## src/rtl/sw_pkg.sv

```systemverilog
package sw_pkg;
    typedef enum logic [1:0] {
        WD_STOPPED  = 2'd0,
        WD_COUNTING = 2'd1,
        WD_EXPIRED  = 2'd2
    } wd_state_e;

    // control register bit positions (software decodes these)
    localparam int CTL_RUN   = 0;
    localparam int CTL_FIRED = 1;
    localparam int CTL_PWR   = 2;
    localparam int CTL_DIS   = 3;
    localparam int CTL_TRIG  = 7;

    localparam logic [2:0] OFS_CTL = 3'd0;
    localparam logic [2:0] OFS_CNT = 3'd4;
    localparam int         LIVE_LSB = 16;
endpackage

```

## src/rtl/sw_prescaler.sv

```systemverilog
module sw_prescaler #(
    parameter int DIV = 50_000_000
) (
    input  logic clk,
    input  logic rst_n,
    input  logic clr,
    input  logic run,
    output logic tick
);
    localparam int PW = (DIV > 2) ? $clog2(DIV) : 1;
    localparam logic [PW-1:0] LAST = PW'(DIV - 1);

    logic [PW-1:0] pre_q;

    assign tick = run && (pre_q == LAST);

    always_ff @(posedge clk or negedge rst_n) begin
        if (!rst_n) begin
            pre_q <= '0;
        end else if (clr || !run || pre_q == LAST) begin
            pre_q <= '0;
        end else begin
            pre_q <= pre_q + 1'b1;
        end
    end


    tick_after_run_chk: assert property (@(posedge clk) disable iff (!rst_n)
        tick |-> $past(run));
endmodule

```

## src/rtl/sw_regs.sv

```systemverilog
module sw_regs
    import sw_pkg::*;
#(
    parameter int CNT_W       = 10,
    parameter int DEF_TIMEOUT = 60
) (
    input  logic             clk,
    input  logic             por_n,
    input  logic             sys_n,
    input  logic             acc_en,
    input  logic             wd_en,
    input  logic [2:0]       addr,
    input  logic             wr_en,
    input  logic [31:0]      wdata,
    input  logic [CNT_W-1:0] live_cnt,
    input  logic             expire,
    output logic [31:0]      rdata,
    output logic             run_nxt,
    output logic             pwr_sel,
    output logic [CNT_W-1:0] reload,
    output logic             trig
);
    logic             rst_n;
    logic             run_q, pwr_q, fired_q;
    logic [CNT_W-1:0] reload_q;
    logic             wr_ctl, wr_cnt;
    logic             unused_wbits;

    assign rst_n        = por_n & sys_n;
    assign unused_wbits = ^wdata;
    assign wr_ctl       = wr_en && acc_en && (addr == OFS_CTL);
    assign wr_cnt       = wr_en && acc_en && (addr == OFS_CNT);
    assign trig         = wr_ctl && wdata[CTL_TRIG];
    assign run_nxt      = wr_ctl ? wdata[CTL_RUN] : run_q;
    assign pwr_sel      = pwr_q;
    assign reload       = reload_q;

    always_ff @(posedge clk or negedge rst_n) begin
        if (!rst_n) begin
            run_q    <= 1'b0;
            pwr_q    <= 1'b0;
            reload_q <= CNT_W'(DEF_TIMEOUT);
        end else begin
            if (wr_ctl) begin
                run_q <= wdata[CTL_RUN];
                pwr_q <= wdata[CTL_PWR];
            end
            if (wr_cnt && wdata[CNT_W-1:0] != '0) begin
                reload_q <= wdata[CNT_W-1:0];
            end
        end
    end

    // expiry flag lives in the power-on domain only
    always_ff @(posedge clk or negedge por_n) begin
        if (!por_n) begin
            fired_q <= 1'b0;
        end else if (expire) begin
            fired_q <= 1'b1;
        end else if (wr_ctl && wdata[CTL_FIRED]) begin
            fired_q <= 1'b0;
        end
    end

    always_comb begin
        rdata = '0;
        if (acc_en) begin
            if (addr == OFS_CTL) begin
                rdata[CTL_RUN]   = run_q;
                rdata[CTL_FIRED] = fired_q;
                rdata[CTL_PWR]   = pwr_q;
                rdata[CTL_DIS]   = !wd_en;
            end else if (addr == OFS_CNT) begin
                rdata = (32'(live_cnt) << LIVE_LSB) | 32'(reload_q);
            end
        end
    end


    fired_clear_chk: assert property (@(posedge clk) disable iff (!por_n)
        $fell(fired_q) |-> $past(wr_ctl && wdata[CTL_FIRED]));

    reload_zero_chk: assert property (@(posedge clk) disable iff (!rst_n)
        (wr_cnt && wdata[CNT_W-1:0] == '0) |=> $stable(reload_q));
endmodule

```

## src/rtl/sw_fsm.sv

```systemverilog
module sw_fsm
    import sw_pkg::*;
#(
    parameter int CNT_W = 10
) (
    input  logic             clk,
    input  logic             rst_n,
    input  logic             go,
    input  logic             trig,
    input  logic             tick,
    input  logic             pwr_sel,
    input  logic [CNT_W-1:0] reload,
    output wd_state_e        state,
    output logic [CNT_W-1:0] live_cnt,
    output logic             expire,
    output logic             rst_req,
    output logic             pwroff_req
);
    wd_state_e        state_q, state_d;
    logic [CNT_W-1:0] cnt_q, cnt_after_wr;

    assign state        = state_q;
    assign live_cnt     = cnt_q;
    assign cnt_after_wr = trig ? reload : cnt_q;
    assign expire       = (state_q == WD_COUNTING) && go && tick && !trig
                          && (cnt_q == CNT_W'(1));

    always_comb begin
        state_d = state_q;
        unique case (state_q)
            WD_STOPPED:  if (go && cnt_after_wr != '0) state_d = WD_COUNTING;
            WD_COUNTING: if (!go)                      state_d = WD_STOPPED;
                         else if (expire)              state_d = WD_EXPIRED;
            WD_EXPIRED:  if (!go)                      state_d = WD_STOPPED;
                         else if (trig)                state_d = WD_COUNTING;
            default:                                   state_d = WD_STOPPED;
        endcase
    end

    always_ff @(posedge clk or negedge rst_n) begin
        if (!rst_n) state_q <= WD_STOPPED;
        else        state_q <= state_d;
    end

    always_ff @(posedge clk or negedge rst_n) begin
        if (!rst_n) begin
            cnt_q <= '0;
        end else if (trig) begin
            cnt_q <= reload;
        end else if (tick && go && state_q == WD_COUNTING) begin
            cnt_q <= cnt_q - 1'b1;
        end
    end

    always_ff @(posedge clk or negedge rst_n) begin
        if (!rst_n) begin
            rst_req    <= 1'b0;
            pwroff_req <= 1'b0;
        end else begin
            rst_req    <= expire && !pwr_sel;
            pwroff_req <= expire && pwr_sel;
        end
    end


    one_pulse_chk: assert property (@(posedge clk) disable iff (!rst_n)
        (rst_req || pwroff_req) |=> !(rst_req || pwroff_req));

    req_exclusive_chk: assert property (@(posedge clk) disable iff (!rst_n)
        !(rst_req && pwroff_req));

    req_state_chk: assert property (@(posedge clk) disable iff (!rst_n)
        (rst_req || pwroff_req) |-> state_q == WD_EXPIRED);

    expired_zero_chk: assert property (@(posedge clk) disable iff (!rst_n)
        state_q == WD_EXPIRED |-> cnt_q == '0);

    hold_count_chk: assert property (@(posedge clk) disable iff (!rst_n)
        (state_q != WD_COUNTING && !trig) |=> $stable(cnt_q));
endmodule

```

## src/rtl/sec_watchdog.sv

```systemverilog
module sec_watchdog
    import sw_pkg::*;
#(
    parameter int TICK_DIV    = 50_000_000,
    parameter int CNT_W       = 10,
    parameter int DEF_TIMEOUT = 60
) (
    input  logic        clk,
    input  logic        por_rst_n,
    input  logic        sys_rst_n,
    input  logic        cfg_enable,
    input  logic        cfg_access,
    input  logic [2:0]  reg_addr,
    input  logic        reg_wr,
    input  logic [31:0] reg_wdata,
    output logic [31:0] reg_rdata,
    output logic        rst_req,
    output logic        pwroff_req
);
    logic             core_rst_n;
    logic             run_nxt, pwr_sel, trig, tick, expire, go;
    logic [CNT_W-1:0] reload, live_cnt;
    wd_state_e        state;

    assign core_rst_n = por_rst_n & sys_rst_n;
    assign go         = run_nxt && cfg_enable;

    sw_regs #(.CNT_W(CNT_W), .DEF_TIMEOUT(DEF_TIMEOUT)) u_regs (
        .clk(clk), .por_n(por_rst_n), .sys_n(sys_rst_n),
        .acc_en(cfg_access), .wd_en(cfg_enable),
        .addr(reg_addr), .wr_en(reg_wr), .wdata(reg_wdata),
        .live_cnt(live_cnt), .expire(expire), .rdata(reg_rdata),
        .run_nxt(run_nxt), .pwr_sel(pwr_sel), .reload(reload), .trig(trig)
    );

    sw_prescaler #(.DIV(TICK_DIV)) u_pre (
        .clk(clk), .rst_n(core_rst_n), .clr(trig),
        .run(state == WD_COUNTING), .tick(tick)
    );

    sw_fsm #(.CNT_W(CNT_W)) u_fsm (
        .clk(clk), .rst_n(core_rst_n), .go(go), .trig(trig), .tick(tick),
        .pwr_sel(pwr_sel), .reload(reload), .state(state),
        .live_cnt(live_cnt), .expire(expire),
        .rst_req(rst_req), .pwroff_req(pwroff_req)
    );
endmodule

```

## config.mk

```make
export PLATFORM = sky130hd
export DESIGN_NAME = sec_watchdog
export DESIGN_NICKNAME = d
export VERILOG_FILES = /design/src/rtl/sw_pkg.sv /design/src/rtl/sw_prescaler.sv /design/src/rtl/sw_regs.sv /design/src/rtl/sw_fsm.sv /design/src/rtl/sec_watchdog.sv
export SDC_FILE = /design/constraint.sdc
export NUM_CORES = 1
export LEC_CHECK = 0
export BUFFER_PORTS_ARGS = -buffer_cell sky130_fd_sc_hd__clkbuf_2
export CORE_MARGIN = 10
export CORE_UTILIZATION = 30
export CTS_BUF_LIST = sky130_fd_sc_hd__clkbuf_4 sky130_fd_sc_hd__clkbuf_8
export DETAILED_ROUTE_END_ITERATION = 10
export PLACE_DENSITY_LB_ADDON = 0.05
export SYNTH_ARGS = -nofsm -noshare
export SYNTH_HDL_FRONTEND = slang
export SYNTH_HIERARCHICAL = 1
export SYNTH_SLANG_ARGS = --single-unit
```

## constraint.sdc

```tcl
create_clock -name clk -period 4.7 [get_ports clk]
set_input_delay 0.235 -clock clk [delete_from_list [all_inputs] [get_ports clk]]
set_output_delay 0.235 -clock clk [all_outputs]
set_load 0.1 [all_outputs]
```

# [Word-level counts from Yosys, hierarchy flattened]
# Cells that the tools add are included.
[classes] addsub=2 eq_ne=8 mux=17 n_bitwise=2 reduce_logical=30
[op_table] cell="$mux 32" n=2
[op_table] cell="$mux 10" n=3
[op_table] cell="$mux 28" n=1
[op_table] cell="$add 26x1->26 const B" n=1
[op_table] cell="$eq 26x26->1 const B" n=1
[op_table] cell="$mux 26" n=1
[op_table] cell="$or 26x10->26" n=1
[op_table] cell="$reduce_bool 10->1" n=2
[op_table] cell="$logic_and 1x1->1" n=17
[op_table] cell="$eq 10x1->1 const B" n=1
[op_table] cell="$mux 2" n=5
[op_table] cell="$sub 10x1->10 const B" n=1
[op_table] cell="$ne 3x3->1 const B" n=2
[op_table] cell="$pmux 2 s3" n=1
[op_table] cell="$logic_not 1->1" n=4
[op_table] cell="$mux 4" n=1
[op_table] cell="$reduce_bool 2->1" n=2
[op_table] cell="$eq 3x3->1 const B" n=1
[op_table] cell="$logic_not 3->1" n=1
[op_table] cell="$mux 1" n=3
[op_table] cell="$reduce_and 3->1" n=1
[op_table] cell="$eq 2x1->1 const B" n=1
[op_table] cell="$eq 2x2->1 const B" n=1
[op_table] cell="$logic_not 2->1" n=1
[op_table] cell="other kinds (3)" n=4
[word_totals] register_bits=53 input_bits=41 output_inout_bits=34 elab_cells=68

# [Logic depth before layout (Yosys ltp)]
[depth] ltp_word=11 depth_mapped=10

# [Modules after synthesis]
# The synthesis kept the hierarchy.
[by_module_without_submodules] mod="sw_prescaler" instances=1 cells_each=144 area_per_inst_um2=1430.1
[by_module_without_submodules] mod="sw_regs" instances=1 cells_each=80 area_per_inst_um2=839.6
[by_module_without_submodules] mod="sw_fsm" instances=1 cells_each=87 area_per_inst_um2=819.5
[by_module_without_submodules] mod="sec_watchdog" instances=1 cells_each=3 area_per_inst_um2=26.3

# [Least setup slack after synthesis]
# Ideal clock, no wire load.
[synth_path] path_kind="register to register" start="register u_pre.pre_q[0]" end="register u_fsm.cnt_q[7], in the netlist u_fsm/live_cnt[7]" arrival_time_ps=2163 required_time_ps=4575 slack_ps=2412 stages_incl_launch_ff=11 path_buffers=1 synth_period_minus_slack_ps=2288 cell_sequence="dfrtp_1 -> ha_1 -> and3_1 -> nand4_1 -> nor4_1 -> and2_1 -> and4b_4 -> buf_4 -> nand4_1 -> xnor2_1 -> mux2_2"
[synth_between] elab_chain_len=5
[synth_rtl] element="start, declared" line="sw_prescaler.sv:13" source="logic [PW-1:0] pre_q;"
[synth_rtl] element="start signal, assigned" line="sw_prescaler.sv:23" source="pre_q <= pre_q + 1'b1;"
[synth_rtl] element="$eq 26x26->1" line="sw_prescaler.sv:15" source="assign tick = run && (pre_q == LAST);"
[synth_rtl] element="$logic_and 1x1->1" line="sw_prescaler.sv:15"
[synth_rtl] element="net tick" line="sec_watchdog.sv:21" source="logic run_nxt, pwr_sel, trig, tick, expire, go;"
[synth_rtl] element="$logic_and 1x1->1 (2 in a row)" line="sw_fsm.sv:50" source="end else if (tick && go && state_q == WD_COUNTING) begin"
[synth_rtl] element="$reduce_bool 2->1 (no source line)"
[synth_rtl] element="end signal, assigned" line="sw_fsm.sv:49" source="cnt_q <= reload;"
[synth_rtl] element="end signal, assigned" line="sw_fsm.sv:51" source="cnt_q <= cnt_q - 1'b1;"
[synth_rtl] element="end, declared" line="sw_fsm.sv:20" source="logic [CNT_W-1:0] cnt_q, cnt_after_wr;"
# The timed path passes the listed nets, and every way through them passes these cells.
# A chain may end at the register's enable or synchronous reset.

# [Worst setup path after layout]
[layout_path] start="register u_pre.pre_q[0]" end="register u_fsm.cnt_q[9], in the netlist u_fsm/live_cnt[9]"
# The elaborated chain is that of the path after synthesis.

==> results.ini <==
[critical_path]
crit_type=reg2reg
startpoint_type=flop
critical_path_arrival_ns=2.95
cp_max_fo=12
end_kind=flop
required_ns=4.91

[sta]
tightest_slew_ns=1.14
max_slew_margin_pct=24.2
skew_ns=0.00898
timing.hold.ws_ns=0.0122
finalHoldViolCount=0
period_needed_ns=2.74
worst_slack_ns=1.96
finalCritPeriodShare_pct=58.3
fin_tns_setup_ns=0
rsz0062_at_grt=false
clock.fmax_mhz=365
setup_viol=0
maxSlewViolCount=0

[synth]
synth_common_cells=49 x dfrtp_1, 29 x nor2_1, 23 x and2_1
async_reset_ff_share_pct=100
synthTopCellsByArea=dfrtp_1 39%, and2_1 4.6%, buf_4 3.9%, nor2_1 3.5%, dfstp_2 3.4%
synth-warning-count=6
netlist_instances=314
synth_top_area_cell=dfrtp_1
synth_area_um2=3120
ys_types=58
avgSynthCellArea_um2=9.92
synth_seq_area_share_pct=42.7
ys_dominant_reg_cell=dfrtp_1
ys_ff_latch=53
synth_top_area_share_pct=39.4
synth.most_common_cell=dfrtp_1
synth_edf_count=0

[drt]
viasPerCell=4.92
routedWlPerCell_um=16.3
ant_nets=0
drc=0
wl_um=7960
vias=2403
drt_iter0_markers=118
firstDrtPassIters=4

[global_route]
grtUsageTotal_pct=10.9
met2_usage_pct=16.4
use_met3_pct=2.73
grt_max_degree=41
grt_pass1_wl_um=13100
grt_pass1_vias=2442
antenna_found_initial=0
grt_remaining_overflow=0
grt.busiest_layer=met2
grt_use_met1_pct=15.3

[placement]
place_ws_ns=1.96
post-dp-hpwl_um=5690
gp_congestion=0.757
placed_area_um2=3380
portBuffers=40

[cts]
tritoncts=yes
clk_pin_slew_ns=0.10
cts.sinks=53
htreeDepth=2
postCtsSetupBuffers=0
ctsHoldBuffers=1
clk_latency_ns=0.31
clockRootBuffer=clkbuf_8
cts.repair.resized=0
cts_buffer_depth=2
numCtsBuffers=5

[cells_and_area]
nNetsFinal=396
fin_area_um2=3480
area_delta_synth_final_pct=11.7
n_antenna_cell=0
drive_gt1_share_pct=22.4

[floorplan]
die_area_um2=14900
coreArea_um2=10200
std_cell_rows=37
die_w_um=122
start_util_pct=30.5
die_h_um=122
io_pins=75

[pwr]
p_leak_nw=1.48
ir_drop_uv=113
powerDensity_nw_per_um2=306

[hold_path]
hp-class=in2async

[status]
status=complete, no violations

[flow_run]
max_cap_violations=0

## layout make-up
| type | count | area (um^2) |
|---|---|---|
| sequential | 53 | 1330 |
| clock buffer | 6 | 76.3 |
| fill | 1063 | 6750 |
| multi-input combinational | 243 | 1660 |
| timing repair buffer | 41 | 210 |
| tap | 136 | 170 |
| inverter | 7 | 26.3 |
| clock inverter | 2 | 10.0 |
## state kept, by name, indices dropped and copies added (netlist names)
register and cells:
u_fsm/pwroff_req 1, u_regs/pwr_sel 1, u_regs/run_q 1, u_fsm/live_cnt 10, u_pre/pre_q 26, u_fsm/rst_req 1
u_regs/reload 10, u_regs/fired_q 1, u_fsm/state 2
## where the power goes
part | switching [mW] | leakage, nW | total, mW | internal [mW]
sequential | 0.0618 | 0.707 | 0.564 | 0.502
combinational | 0.153 | 0.724 | 0.230 | 0.0764
clock | 0.162 | 0.0484 | 0.272 | 0.110
## metal layers
layer / vias to the layer above / share of wire, %
li1: 1182 / -
met2: 45 / 42
met3: 7 / 5.5
met4: 0 / 1.0
met5: - / 0
met1: 1169 / 51
## stage by stage
stage | power [mW] | utilization (%) | cells
after floorplan | 0.748 | - | 325
after global placement | 0.803 | 33.1 | 479
after detailed placement | 0.803 | 33.1 | 479
after CTS | 1.08 | 34.0 | 488
after global routing | 1.13 | 34.0 | 488
final | 1.07 | 34.0 | 488
## layout by cell type (no fill, tap or decap), drive strengths merged, types with 3 or more instances in the layout
cell type | Yosys | routed
a21oi | 11 | 11
a22o | 7 | 7
and2 | 24 | 24
and3 | 3 | 3
and4 | 5 | 5
clkbuf | 4 | 46
conb | 1 | 12
dfrtp | 49 | 49
dfstp | 4 | 4
ha | 4 | 4
inv | 7 | 7
mux2 | 7 | 7
mux2i | 3 | 3
nand2 | 15 | 15
nand3 | 15 | 15
nand3b | 3 | 3
nand4 | 13 | 13
nor2 | 30 | 30
nor2b | 3 | 3
nor3 | 7 | 7
nor4 | 10 | 10
nor4b | 3 | 3
o21ai | 13 | 13
o31ai | 3 | 3
or3 | 3 | 3
or4 | 5 | 5
xnor2 | 11 | 11
xor2 | 11 | 11
## worst max-delay path: stages (launching register included)
cell	delay, ns
dfrtp_1	0.45
ha_1	0.19
and3_1	0.33
nand4_1	0.20
nor4_1	0.32
and2_1	0.16
and4b_4	0.35
nand3_2	0.12
o31a_1	0.25
o31a_1	0.27
## final timing paths
check / from / slack (ns) / depth (start not counted) / end
worst max-delay path: u_pre/pre_q[0] / 1.96 / 9 / u_fsm/live_cnt[9]
worst min-delay path: sys_rst_n / 0.01 / 2 / u_regs/reload[8]
worst max register to register: u_pre/pre_q[0] / 1.96 / 9 / u_fsm/live_cnt[9]
worst min register to register: u_regs/pwr_sel / 0.49 / 1 / u_fsm/rst_req
max in group asynchronous: por_rst_n / 3.31 / 3 / u_pre/pre_q[20]
min in group clk: reg_wdata[6] / 0.17 / 2 / u_regs/reload[6]
## kinds of logic after synthesis
kind of cell | share of synthesized area, %
and+or+nand+nor | 29.6
DFF | 42.7
AOI/OAI and AO/OA | 10.4
buffers and inverters | 5.50
xor gates and xnor gates | 6.18
muxes | 3.86
adders and majority gates | 1.61
other | 0.120
Power figures use the tool's default switching activity.
